==> config.mk <==
export PLATFORM = sky130hd
export DESIGN_NAME = lane_bond_deskew
export DESIGN_NICKNAME = d
export VERILOG_FILES = /design/src/rtl/lane_bond_deskew.sv
export SDC_FILE = /design/constraint.sdc
export NUM_CORES = 1
export LEC_CHECK = 0
export ABC_AREA = 1
export ABC_CLOCK_PERIOD_IN_PS = 3600
export BUFFER_PORTS_ARGS = -buffer_cell sky130_fd_sc_hd__buf_2
export CAP_MARGIN = 20
export CORE_MARGIN = 3
export CORE_UTILIZATION = 65
export CTS_CLUSTER_DIAMETER = 200
export DETAILED_ROUTE_END_ITERATION = 7
export PLACE_DENSITY_LB_ADDON = 0.12
export SETUP_SLACK_MARGIN = 0.3
export SLEW_MARGIN = 20
export SYNTH_ARGS = -nofsm -noshare
export SYNTH_HDL_FRONTEND = slang
export SYNTH_SLANG_ARGS = --single-unit
export TNS_END_PERCENT = 5
==> constraint.sdc <==
create_clock -name clk -period 3.6 [get_ports clk]
set_clock_uncertainty 0.2 [all_clocks]
set_input_delay 0.36 -clock clk [delete_from_list [all_inputs] [get_ports clk]]
set_output_delay 0.36 -clock clk [all_outputs]
set_load 0.005 [all_outputs]
==> src/rtl/lane_bond_deskew.sv <==
module lane_bond_deskew #(
  parameter int LANES       = 4,
  parameter int DEPTH       = 16,
  parameter int WIN         = 8,
  parameter int BOND_OFFSET = 0,
  parameter int MASTER      = 0,
  parameter logic [7:0] BOND_CHAR = 8'h7C
) (
  input  logic                 clk,
  input  logic                 rst_n,
  input  logic [LANES*8-1:0]   lane_byte,
  input  logic [LANES-1:0]     lane_k,
  input  logic [LANES-1:0]     lane_we,
  input  logic                 bond_en,
  input  logic                 cc_skip,
  input  logic                 cc_hold,
  output logic [LANES*8-1:0]   word_out,
  output logic                 word_valid,
  output logic                 bonded
);
  localparam int AW = $clog2(DEPTH);
  localparam int CW = $clog2(WIN + 1);
  localparam logic [AW-1:0] OFS = AW'(BOND_OFFSET);

  logic [7:0]    mem  [LANES][DEPTH];
  logic [AW-1:0] wp   [LANES];
  logic [AW-1:0] bpos [LANES];
  logic [AW-1:0] rd   [LANES];
  logic [CW-1:0] age  [LANES];
  logic [LANES-1:0] hit;
  logic all_recent, align_req, take, rd_go;

  always_comb begin
    all_recent = 1'b1;
    for (int i = 0; i < LANES; i++) begin
      hit[i] = lane_we[i] & lane_k[i] & (lane_byte[i*8 +: 8] == BOND_CHAR);
      all_recent &= (age[i] < CW'(WIN));
    end
  end

  assign take  = align_req & bond_en & ~bonded & all_recent;
  assign rd_go = bonded & bond_en & ~cc_skip & ~cc_hold;

  always_ff @(posedge clk) begin
    for (int i = 0; i < LANES; i++)
      if (lane_we[i]) mem[i][wp[i]] <= lane_byte[i*8 +: 8];
  end

  always_ff @(posedge clk or negedge rst_n) begin
    if (!rst_n) begin
      align_req  <= 1'b0;
      bonded     <= 1'b0;
      word_valid <= 1'b0;
      word_out   <= '0;
      for (int i = 0; i < LANES; i++) begin
        wp[i]   <= '0;
        bpos[i] <= '0;
        rd[i]   <= '0;
        age[i]  <= CW'(WIN);
      end
    end else begin
      align_req <= bond_en & ~bonded & hit[MASTER];
      if (!bond_en) begin
        bonded     <= 1'b0;
        word_valid <= 1'b0;
      end else if (take) begin
        bonded     <= 1'b1;
        word_valid <= 1'b0;
        for (int i = 0; i < LANES; i++) rd[i] <= bpos[i] - OFS;
      end else if (bonded) begin
        word_valid <= rd_go;
        for (int i = 0; i < LANES; i++) begin
          if (rd_go) word_out[i*8 +: 8] <= mem[i][rd[i]];
          if (rd_go || cc_skip) rd[i] <= rd[i] + AW'(1);
        end
      end else begin
        word_valid <= 1'b0;
      end
      for (int i = 0; i < LANES; i++) begin
        if (lane_we[i]) wp[i] <= wp[i] + AW'(1);
        if (hit[i] && !bonded) bpos[i] <= wp[i];
        if (hit[i]) age[i] <= '0;
        else if (lane_we[i] && age[i] != CW'(WIN)) age[i] <= age[i] + CW'(1);
      end
    end
  end

  p_valid_needs_bond_r7: assert property (@(posedge clk) disable iff (!rst_n)
    word_valid |-> bonded);
  p_align_blanks_r7: assert property (@(posedge clk) disable iff (!rst_n)
    $rose(bonded) |-> !word_valid);
  p_window_r4: assert property (@(posedge clk) disable iff (!rst_n)
    $rose(bonded) |-> $past(all_recent));
  p_enable_clear_r10: assert property (@(posedge clk) disable iff (!rst_n)
    !bond_en |=> (!bonded && !word_valid));
  p_skip_blank_r8: assert property (@(posedge clk) disable iff (!rst_n)
    (bonded && bond_en && cc_skip) |=> !word_valid);

  for (genvar g = 0; g < LANES; g++) begin : g_chk
    p_freeze_r5: assert property (@(posedge clk) disable iff (!rst_n)
      (bonded && $past(bonded)) |-> $stable(bpos[g]));
    p_hold_stall_r9: assert property (@(posedge clk) disable iff (!rst_n)
      (bonded && bond_en && cc_hold && !cc_skip) |=> $stable(rd[g]));
  end
endmodule

==> metrics <==
CP max stage delay=0.62 ns; drt first pass iters=7; Worst Hold Class=input pin to register; die span in y=203.8 um; final WL=58220 um; CTS root buf=clkbuf_16; # setup viols final=0; CP Class=register to register; WHS=0.05427 ns; post-synth net total=2369; most used flip-flop cell after synthesis=edfxtp_1; Via density=5.808; clock slew at reported path FFs=0.06 ns; outcome=finished, final reports clean; H-Tree Depth=2; flops & latches, synth=611; Syn Inst Count=2296; Layout fillers=2532; Register Area=17860 um^2; Net count, final=2456; Area Growth Syn to Fin=10.92%; CTS tree=built; Post-Syn Area=25430 um^2; Post-CTS Setup Bufs=0; Final TNS setup=0 ns; fin crit period=2.503 ns; Slew HR=29.13%; Worst Path Max Fanout=34; post-route ant nets=0; drc violations=0; Netlist cell types=33; slew at the pin closest to its max-slew limit=1.062 ns; Boundary Pins=79; vias in the first global route=16530; first-pass GRT wire length=91320 um; part of the cycle the worst path needs=69.52%; aggregate global-route resource usage=28.44%; Max Fclk=0.3996 GHz; Max VDD drop=0.4921 mV; commonest cells after routing, fill and taps aside=nand2_1, edfxtp_1, nand3_1, dfrtp_1, nor2_1; DR iter-0 viols=1811; worst-path cell chain=inv_2 > buf_4 > nand2_1 > nand3_1 > nand3_1 > nand2_1 > nand2_1 > nand2_1 > nand2_1 > nand2_1; later-pin clock latency in the skew report=0.60 ns; Ys Warns=0; area of the core=38110 um^2; CTS sink cnt=611; Post-synth EDFFs=512; Worst path most repeated cell=nand2_1; CP required=3.93 ns; Worst EP arrival=2.83 ns; Multi-input gate area=6723 um^2; CP top delay family=buffers and inverters; CP endpoint kind=register; largest net degree at the start of global routing=69; pre-CTS WS=1.181 ns; cts hold-fix bufs=39; fin worst setup slack=1.097 ns; Max Cap Viol=0; Post-synth ARST share=16.20%; Critical-path top delay cell=dfrtp_2; deepest clock path buffer count=3; Slew Limit Fails=0; Placer Congestion=0.8647; Die W=203.8 um; floorplan row count=71; commonest non-fill, non-tap cell in the layout=nand2_1; Fin. Hold Viols=0; Design Area, Final=28210 um^2; sequential share of the synthesized area=70.21%; LEAKAGE=11.12 nW; Pwr Total=0.01611 W; critical path launch point type=register; placed cell area=26020 um^2; post-DR wirelength/cell=19.77 um; CTS resizes=0; Power Dens Cells=571.2 nW/um^2; TritonCTS Buffers=59; Via Count=17100; DIE AREA=41540 um^2; port buffer count=78; share of layout cells above drive strength 1=8.553%; RSZ-0062 raised after global routing=false; Synth Area per Inst=11.08 um^2; hpwl dp=34800 um; initial antenna violation count=1; total gr overflow=0; Starting Density=66.74%; crit path buf inv count=2
## synth_stat cells (3+ instances only)
master      n  area, um^2
nand2_1   894        3356
nand3_1   379        1897
nor3_1      8       40.04
clkbuf_1   25       93.84
inv_2       5       18.77
a21oi_1    24       120.1
xor2_1     16       140.1
dfrtp_1    95        2377
nand4_1     9       56.30
o21ai_0    40       200.2
buf_1       5       18.77
ha_1       28       350.3
buf_6       4       45.04
edfxtp_1  512       15370
nor2_1     81       304.0
dfstp_2     4       105.1
buf_4      25       187.7
buf_2      53       265.3
clkinv_1    9       33.78
o21ai_2    11       96.34
xnor2_1     3       26.28
inv_1      51       191.4
## path summary, 6_finish.rpt
check | to | from | cells past startpoint | slack (ns)
setup / recovery | word_out[23] | rd[4] | 10 | 1.10
hold / removal | age[8] | lane_k[1] | 4 | 0.05
setup reg to reg | word_out[23] | rd[4] | 10 | 1.10
hold reg to reg | word_out[10] | word_out[10] | 2 | 0.27
max in group asynchronous | word_out[30] | rst_n | 3 | 2.06
min in group asynchronous | word_out[2] | rst_n | 2 | 0.23
## state kept, by name (all words and copies together), names as in the netlist
| name | cells |
|---|---|
| word_valid | 1 |
| wp | 16 |
| mem | 512 |
| rd | 16 |
| age | 16 |
| align_req | 1 |
| bpos | 16 |
| bonded | 1 |
| word_out | 32 |
## logic make-up (layout without fill, tap and decap cells)
kind of cell / Yosys count / count (layout) / synth area share (%)
xor+xnor: 19 / 19 / 0.6543
flops: 611 / 611 / 70.21
compound gates: 81 / 81 / 1.825
fa+ha+maj: 28 / 28 / 1.377
other cells: 0 / 1 / 0
simple gates: 1380 / 1380 / 22.57
buf+inv: 177 / 313 / 3.360
## metal layers
metal | GRT usage (%) | vias to the layer above | wire, um | share of wire, %
met4 | 8.800 | 0 | 1445 | 2.5
li1 | - | 8004 | - | -
met2 | 46.15 | 819 | 28270 | 49
met5 | 0 | - | 0 | 0
met1 | 40.08 | 8152 | 23500 | 40
met3 | 5.128 | 123 | 5004 | 8.6
## per-stage QoR
stage,std cells,utilization [%]
2_1_floorplan,2296,-
3_3_place_gp,2794,68.27
3_5_place_dp,2794,68.27
4_1_cts,2943,74.02
5_1_grt,2944,74.03
6_report,2944,74.03
## final cells by class
cell class / count / share of cell area, %
timing repair buffer: 138 / 3.335
tap: 511 / 2.266
clock buffer: 94 / 6.103
multi-input combinational: 1508 / 23.83
clock inverter: 16 / 0.2750
antenna: 1 / 0.008870
inverter: 65 / 0.8693
sequential: 611 / 63.31
## tightest hold or removal path: cells and delay by family
family	cells	cell delay, ns
buffers and inverters	1	0.09
AND/OR/NAND/NOR	3	0.35
## where the power goes
group,switching (W),internal [W],leakage [nW]
Clock,0.00249,0.00326,0.873
Sequential,0.000297,0.00847,5.84
Combinational,0.00118,0.000419,4.40
Note: power is estimated with default switching activity, not from simulation.
